`config.mk`:
```
export PLATFORM = sky130hd
export DESIGN_NAME = frame_valid_tagger
export DESIGN_NICKNAME = d
export VERILOG_FILES = /design/src/rtl/fvt_pkg.sv /design/src/rtl/fvt_pace.sv /design/src/rtl/fvt_pack.sv /design/src/rtl/frame_valid_tagger.sv
export SDC_FILE = /design/constraint.sdc
export NUM_CORES = 1
export LEC_CHECK = 0
export BUFFER_PORTS_ARGS = -buffer_cell sky130_fd_sc_hd__buf_4
export CAP_MARGIN = 20
export CORE_AREA = 2 2 79 81
export CTS_CLUSTER_SIZE = 10
export DETAILED_ROUTE_END_ITERATION = 12
export DIE_AREA = 0 0 81 83
export PLACE_DENSITY = 0.67
export SLEW_MARGIN = 20
export SYNTH_ARGS = -nofsm -noshare
export SYNTH_HDL_FRONTEND = slang
export SYNTH_SLANG_ARGS = --single-unit
```
`constraint.sdc`:
```
create_clock -name clk -period 8.3 [get_ports clk]
set_input_delay 1.66 -clock clk [delete_from_list [all_inputs] [get_ports clk]]
set_output_delay 1.66 -clock clk [all_outputs]
set_load 0.03 [all_outputs]
```
`src/rtl/fvt_pkg.sv`:
```
`timescale 1ns/1ps
package fvt_pkg;
  localparam int WORD_W   = 16;
  localparam int SAMPLE_W = WORD_W - 1;
  localparam int PCM_W    = 8;
  localparam int FLAG_BIT = WORD_W - 1;

  typedef enum logic {
    LAYOUT_LINEAR  = 1'b0,
    LAYOUT_COMPAND = 1'b1
  } layout_e;
endpackage

```
`src/rtl/fvt_pace.sv`:
```
`timescale 1ns/1ps
module fvt_pace #(
  parameter int CNT_W  = 6,
  parameter int FRAC_W = 6
) (
  input  logic              clk,
  input  logic              rst_n,
  input  logic              frame_stb,
  input  logic              bypass,
  input  logic [CNT_W-1:0]  i_m1,
  input  logic [FRAC_W-1:0] n_val,
  input  logic [FRAC_W-1:0] d_m1,
  output logic              fresh
);
  localparam int CW = CNT_W + 1;
  localparam int SW = FRAC_W + 1;

  logic [CW-1:0]     cnt_q, cnt_n;
  logic [FRAC_W-1:0] acc_q, acc_n;
  logic [SW-1:0]     sum, dval, diff;
  logic              carry;

  always_comb begin
    fresh = bypass || (cnt_q == '0);
    sum   = {1'b0, acc_q} + {1'b0, n_val};
    dval  = {1'b0, d_m1} + SW'(1);
    diff  = sum - dval;
    carry = 1'b0;
    acc_n = acc_q;
    cnt_n = cnt_q;
    if (frame_stb && !bypass) begin
      if (cnt_q == '0) begin
        if (d_m1 == '0) begin
          acc_n = '0;
        end else if (sum >= dval) begin
          carry = 1'b1;
          acc_n = diff[FRAC_W-1:0];
        end else begin
          acc_n = sum[FRAC_W-1:0];
        end
        cnt_n = {1'b0, i_m1} + CW'(carry);
      end else begin
        cnt_n = cnt_q - CW'(1);
      end
    end
  end

  always_ff @(posedge clk or negedge rst_n) begin
    if (!rst_n) begin
      cnt_q <= '0;
      acc_q <= '0;
    end else if (frame_stb) begin
      cnt_q <= cnt_n;
      acc_q <= acc_n;
    end
  end

  // Accumulator remains a residue modulo D under a fixed configuration
  p_acc_below_d_r6: assert property (@(posedge clk) disable iff (!rst_n)
    (d_m1 != '0) |-> (acc_q <= d_m1));

  // Integer-only mode leaves the accumulator at zero after a fresh frame
  p_d1_clear_r7: assert property (@(posedge clk) disable iff (!rst_n)
    (frame_stb && !bypass && cnt_q == '0 && d_m1 == '0) |=> (acc_q == '0));

  // Bypass freezes the divider state
  p_bypass_hold_r8: assert property (@(posedge clk) disable iff (!rst_n)
    ($past(rst_n) && $past(bypass)) |-> ($stable(cnt_q) && $stable(acc_q)));
endmodule

```
`src/rtl/fvt_pack.sv`:
```
`timescale 1ns/1ps
module fvt_pack
  import fvt_pkg::*;
(
  input  logic                clk,
  input  logic                rst_n,
  input  logic                load,
  input  logic                fresh,
  input  logic                flag_en,
  input  logic                companded,
  input  logic [SAMPLE_W-1:0] sample,
  output logic [WORD_W-1:0]   word_q,
  output logic                take_q
);
  logic [WORD_W-1:0]   word_n;
  logic                take_n;
  logic [SAMPLE_W-1:0] payload;
  layout_e             layout;

  always_comb begin
    layout  = layout_e'(companded);
    payload = (layout == LAYOUT_COMPAND)
              ? {{(SAMPLE_W-PCM_W){1'b0}}, sample[PCM_W-1:0]}
              : sample;
    word_n  = word_q;
    take_n  = 1'b0;
    if (load) begin
      word_n = {flag_en && fresh, payload};
      take_n = fresh;
    end
  end

  always_ff @(posedge clk or negedge rst_n) begin
    if (!rst_n) begin
      word_q <= '0;
      take_q <= 1'b0;
    end else begin
      word_q <= word_n;
      take_q <= take_n;
    end
  end

  p_comp_zero_r4: assert property (@(posedge clk) disable iff (!rst_n)
    ($past(rst_n) && $past(load && companded)) |-> (word_q[SAMPLE_W-1:PCM_W] == '0));

  p_flag_off_r9: assert property (@(posedge clk) disable iff (!rst_n)
    ($past(rst_n) && $past(load && !flag_en)) |-> !word_q[FLAG_BIT]);
endmodule

```
`src/rtl/frame_valid_tagger.sv`:
```
`timescale 1ns/1ps
module frame_valid_tagger
  import fvt_pkg::*;
#(
  parameter int CNT_W  = 6,
  parameter int FRAC_W = 6
) (
  input  logic                clk,
  input  logic                rst_n,
  input  logic                frame_stb,
  input  logic [SAMPLE_W-1:0] sample_in,
  input  logic                companded,
  input  logic                flag_en,
  input  logic                div_bypass,
  input  logic [CNT_W-1:0]    i_m1,
  input  logic [FRAC_W-1:0]   n_val,
  input  logic [FRAC_W-1:0]   d_m1,
  output logic [WORD_W-1:0]   slot_word,
  output logic                sample_take
);
  logic fresh;

  fvt_pace #(.CNT_W(CNT_W), .FRAC_W(FRAC_W)) u_pace (
    .clk       (clk),
    .rst_n     (rst_n),
    .frame_stb (frame_stb),
    .bypass    (div_bypass),
    .i_m1      (i_m1),
    .n_val     (n_val),
    .d_m1      (d_m1),
    .fresh     (fresh)
  );

  fvt_pack u_pack (
    .clk       (clk),
    .rst_n     (rst_n),
    .load      (frame_stb),
    .fresh     (fresh),
    .flag_en   (flag_en),
    .companded (companded),
    .sample    (sample_in),
    .word_q    (slot_word),
    .take_q    (sample_take)
  );

  p_take_after_frame_r10: assert property (@(posedge clk) disable iff (!rst_n)
    sample_take |-> $past(frame_stb));

  p_flag_needs_take_r2: assert property (@(posedge clk) disable iff (!rst_n)
    ($past(rst_n) && $past(frame_stb) && slot_word[FLAG_BIT]) |-> sample_take);

  p_bypass_every_r8: assert property (@(posedge clk) disable iff (!rst_n)
    ($past(rst_n) && $past(frame_stb && div_bypass)) |-> sample_take);

  p_idle_hold_r11: assert property (@(posedge clk) disable iff (!rst_n)
    ($past(rst_n) && !$past(frame_stb)) |-> ($stable(slot_word) && !sample_take));
endmodule

```
== Word-level counts from Yosys, hierarchy flattened ==
Cells that the tools add are included.

* Register bits: 30
* Input port bits: 39
* Output and inout port bits: 17
* Logic and storage cells: 27

* Add/sub/neg operators: 5
* $lt $le $gt $ge: 1
* Mux-type cells: 9
* Reductions and logical operators: 8

{| class="wikitable"
|+ Operators by type and width
! cell !! number
|-
| $mux W15 || 1
|-
| $mux W6 || 2
|-
| $add A6 B1 Y7 || 1
|-
| $add A6 B1 Y7 const B || 1
|-
| $add A6 B6 Y7 || 1
|-
| $ge A7 B7 Y1 || 1
|-
| $logic_not A7 Y1 || 1
|-
| $mux W7 || 1
|-
| $sub A7 B1 Y7 const B || 1
|-
| $logic_not A6 Y1 || 1
|-
| $sub A6 B6 Y6 || 1
|-
| $mux W1 || 5
|-
| $reduce_and A3 Y1 || 1
|-
| $logic_and A1 B1 Y1 || 2
|-
| $reduce_and A2 Y1 || 1
|-
| $logic_not A1 Y1 || 1
|-
| $logic_or A1 B1 Y1 || 1
|}

== Logic depth before layout (Yosys ltp) ==
* Word-level depth: 8
* Mapped depth: 20

== Hierarchy ==
Synthesis repeated with hierarchy kept, for this count alone.

* Cell total of the unflattened synthesis: 205
* Area, all modules: 2043.2 um^2

{| class="wikitable"
|+ Modules (own cells, without submodules)
! module !! times used !! cells each !! area an instance (um^2) !! seq. area each (um^2)
|-
| fvt_pace || 1 || 152 || 1355.0 || 325.3
|-
| fvt_pack || 1 || 53 || 688.2 || 425.4
|}

== Worst setup path before layout ==
OpenSTA, ideal clock, no wires.

* Path kind: input port to flip-flop
* From: input n_val[0]
* To: register u_pace.cnt_q[6]
* Setup time: 125 ps
* Data arrival time: 4614 ps
* Setup slack: 3562 ps
* Stages on the path: 18
* Cells stage by stage: ha_1 -> inv_1 -> fa_1 -> nor2b_1 -> o21ai_0 -> nand2b_1 -> xor2_1 -> ha_1 -> a21o_1 -> a21oi_1 -> o21ai_0 -> a21oi_2 -> nor2_1 -> ha_1 -> ha_1 -> nand3_1 -> nor2_1 -> mux2_2

* Longest elaborated chain between the ends: 8

{| class="wikitable"
|+ Ends and longest elaborated chain
! item !! line !! RTL
|-
| from (decl) || frame_valid_tagger.sv:16 || <nowiki>input logic [FRAC_W-1:0] n_val,</nowiki>
|-
| $add A6 B6 Y7 || fvt_pace.sv:25 || <nowiki>sum = {1'b0, acc_q} + {1'b0, n_val};</nowiki>
|-
| $ge A7 B7 Y1 || fvt_pace.sv:35 || <nowiki>end else if (sum >= dval) begin</nowiki>
|-
| $mux W1 || fvt_pace.sv:35 ||
|-
| $mux W1 || fvt_pace.sv:33 || <nowiki>if (d_m1 == '0) begin</nowiki>
|-
| $mux W1 || fvt_pace.sv:32 || <nowiki>if (cnt_q == '0) begin</nowiki>
|-
| $mux W1 || fvt_pace.sv:31 || <nowiki>if (frame_stb && !bypass) begin</nowiki>
|-
| $add A6 B1 Y7 || fvt_pace.sv:41 || <nowiki>cnt_n = {1'b0, i_m1} + CW'(carry);</nowiki>
|-
| $mux W7 || fvt_pace.sv:32 ||
|-
| to (signal assigned) || fvt_pace.sv:53 || <nowiki>cnt_q <= cnt_n;</nowiki>
|-
| to (decl) || fvt_pace.sv:18 || <nowiki>logic [CW-1:0] cnt_q, cnt_n;</nowiki>
|}

Every way passes these cells. The select of a mux whose other input is x is not followed.
A chain may end at the register's enable or synchronous reset.

== Final worst setup path ==
Same ends and word-level chain as after synthesis.

==> flow_summary.ini <==
[detailed_routing]
wirelength_mm = 4.176
detail_route.vias_per_cell = 4.855
dr.first_iter.drc_count = 66
vias = 1670
wl_per_cell_um = 12.14
drc = 0
ant_nets = 0
dr.pass1.iters = 4

[timing]
slew_violations = 0
period_share = 0.5830
tightest_slew_ns = 0.5357
rsz0062_at_grt = no
setup_violations = 0
fmax_mhz = 206.7
period_needed_ns = 4.839
fin_worst_skew_ns = 0.002210
relSlewSlack = 0.6413
hold_viol = 0
tns_ns = 0
whs_ns = 0.4906

[worst_setup_path]
worst-path-buf-inv = 2
cp_data_arrival_time_ns = 5.00
cp-start-kind = primary input
crit_path_end_kind = flip-flop
crit_type = primary input to flip-flop
reg2reg_from = u_pace.acc_q[0]
r2r_cells = 18
cpLargestDelayFamily = adder cells
cpPeakStageDelay_ns = 0.43
path_cells = buf_4 > ha_1 > inv_1 > fa_1 > nor2b_1 > o21ai_0 > nand2b_1 > xor2_1 > ha_1 > a21o_1 > a21oi_1 > o21ai_0 > a21oi_2 > nor2_1 > ha_1 > ha_1 > nand3_1 > nor2_1 > mux2_2
worstPathRequired_ns = 8.46
regToRegEndpoint = u_pace.cnt_q[6]
critPathMostFrequentCell = ha_1
crit_fanout = 8
rrSetupSlack_ns = 4.56
slowest_stage = a21oi_2

[finish]
antennaDiodeCount = 0
drive_above_1_share = 0.2825
fin_nets = 329
design_area_um2 = 2579
final_common_cell = buf_4
final_cell_mix = 55 x buf_4, 30 x dfrtp_1, 22 x o21ai_0, 19 x inv_1
area_growth_pct = 28.41

[floorplan]
die_y_um = 83
row_count = 28
core-area_um2 = 5816
start_util = 0.3453
die_w_um = 81
die-area_um2 = 6723
ios = 56

[cts]
htreeDepth = 2
cts_setup_buffers = 0
cts_hold_buf = 0
cts_tree = done
root_buffer = clkbuf_8
clk_latency_ns = 0.27
clk_pin_slew_worst_paths_ns = 0.06
numCtsBuffers = 5
cts_buffer_depth = 2
post_cts_resized = 0
cts_sinks = 30

[global_route]
grt_max_degree = 31
grt_remaining_overflow = 0
antenna_found_initial = 0
grtUsageTotal = 0.1345
grt_pass1_wl_mm = 7.224
grt_pass1_vias = 1706

[hold_path]
hold_class = flip-flop to flip-flop
min_to = u_pace.acc_q[2]
worstHoldStart = u_pace.acc_q[2]
hold_path_depth = 2

[power]
cellPowerDensity_nw_per_um2 = 287.3
p_leak_nw = 1.257
peakVddDrop_mv = 0.1317

[synthesis]
synth_cell_types = 38
syn_inst = 211
synth_edf_count = 0
yosysWarnings = 0
synth_top_area_frac = 0.3738
async_flop_share = 1.000
synthFlopType = dfrtp_1
ys_seq_area_frac = 0.3738
synth_area_per_cell_um2 = 9.517
synth_nets = 270
yosys.area.top_type = dfrtp_1
synth-seq-cells = 30
ys_top_cells_by_area = dfrtp_1 37%, ha_1 11%, mux2_2 5.6%
netlist_area_um2 = 2008

[placement]
io_buffer_count = 55
gp_congestion = 0.8266
placed_cell_area_um2 = 2496
dp_hpwl_mm = 3.342

[run]
drv_cap = 0

[status]
status = finished, final reports clean
-- worst max-delay path by stage --
stage	slack [ns]	depth (start not counted)	startpoint	to
final	3.46	19	n_val[0]	u_pace.cnt_q[6]
after global placement	3.26	19	n_val[0]	u_pace.cnt_q[6]
after CTS	3.46	19	n_val[0]	u_pace.cnt_q[6]
after floorplan	3.56	18	n_val[0]	u_pace.cnt_q[6]
after detailed placement	3.20	19	n_val[0]	u_pace.cnt_q[6]
after global routing	3.17	21	n_val[0]	u_pace.cnt_q[3]
-- kinds of logic (layout without fill, tap and decap cells) --
group,Yosys count,in the layout,synth area share
compound gates,50,50,0.1508
simple gates,60,60,0.1564
fa+ha+maj,20,20,0.1321
xor+xnor,14,14,0.06106
mux,15,15,0.08100
flops,30,30,0.3738
buf+inv,22,80,0.04486
-- report_power, final --
group          switching (mW)  total (mW)  internal [mW]  leakage (nW)
Clock                  0.0486       0.112         0.0637        0.0431
Sequential             0.0272       0.208          0.180         0.375
Combinational           0.221       0.421          0.200         0.839
Total                   0.297       0.741          0.444          1.26
-- registers in the layout, summed over array words and instances (netlist names) --
register	flops
u_pace.cnt_q	7
u_pack.word_q	16
u_pace.acc_q	6
u_pack.take_q	1
-- layer usage --
metal  share of wire  GRT usage
met2            0.48     0.2164
met5               0          0
met3           0.064    0.04239
met4          0.0091    0.04160
met1            0.45     0.1702
-- stage by stage --
stage               worst slack [ns]  std cells  utilization  power [mW]
floorplan                      3.562        211            -      0.5301
global placement               3.256        338       0.4292      0.6238
detailed placement             3.200        338       0.4292      0.6328
CTS                            3.458        344       0.4434      0.7495
global route                   3.167        344       0.4434      0.8093
finish                         3.461        344       0.4434      0.7410
-- worst register-to-register path, cell delays in order, from the launching register on --
cell and delay (ns):
dfrtp_1 0.35, ha_1 0.19, inv_1 0.06, fa_1 0.39, nor2b_1 0.12, o21ai_0 0.08, nand2b_1 0.11, xor2_1 0.20
ha_1 0.31, a21o_1 0.19, a21oi_1 0.12, o21ai_0 0.11, a21oi_2 0.43, nor2_1 0.09, ha_1 0.23, ha_1 0.22
nand3_1 0.12, nor2_1 0.06, mux2_2 0.25
-- cell type report --
class,count,area (µm²)
Clock buffer,6,82.58
Fill cell,587,3237
Inverter,19,71.32
Multi-Input combinational cell,159,1167
Sequential cell,30,750.7
Tap cell,75,93.84
Timing Repair Buffer,55,412.9
-- cell usage after synthesis (2+ instances only) --
master,count
a21oi_1,10
o21a_1,3
ha_1,18
or3_1,2
inv_1,19
nor2_1,10
nand2_1,18
xor2_1,6
mux2i_1,5
nand3b_1,5
a31oi_1,2
and2b_1,2
nor2b_1,3
nand3_1,8
a21o_1,6
xnor2_1,8
mux2_2,10
dfrtp_1,30
nor3_1,3
nand2b_1,3
fa_1,2
o21ai_0,22
Note: power is estimated with default switching activity, not from simulation.
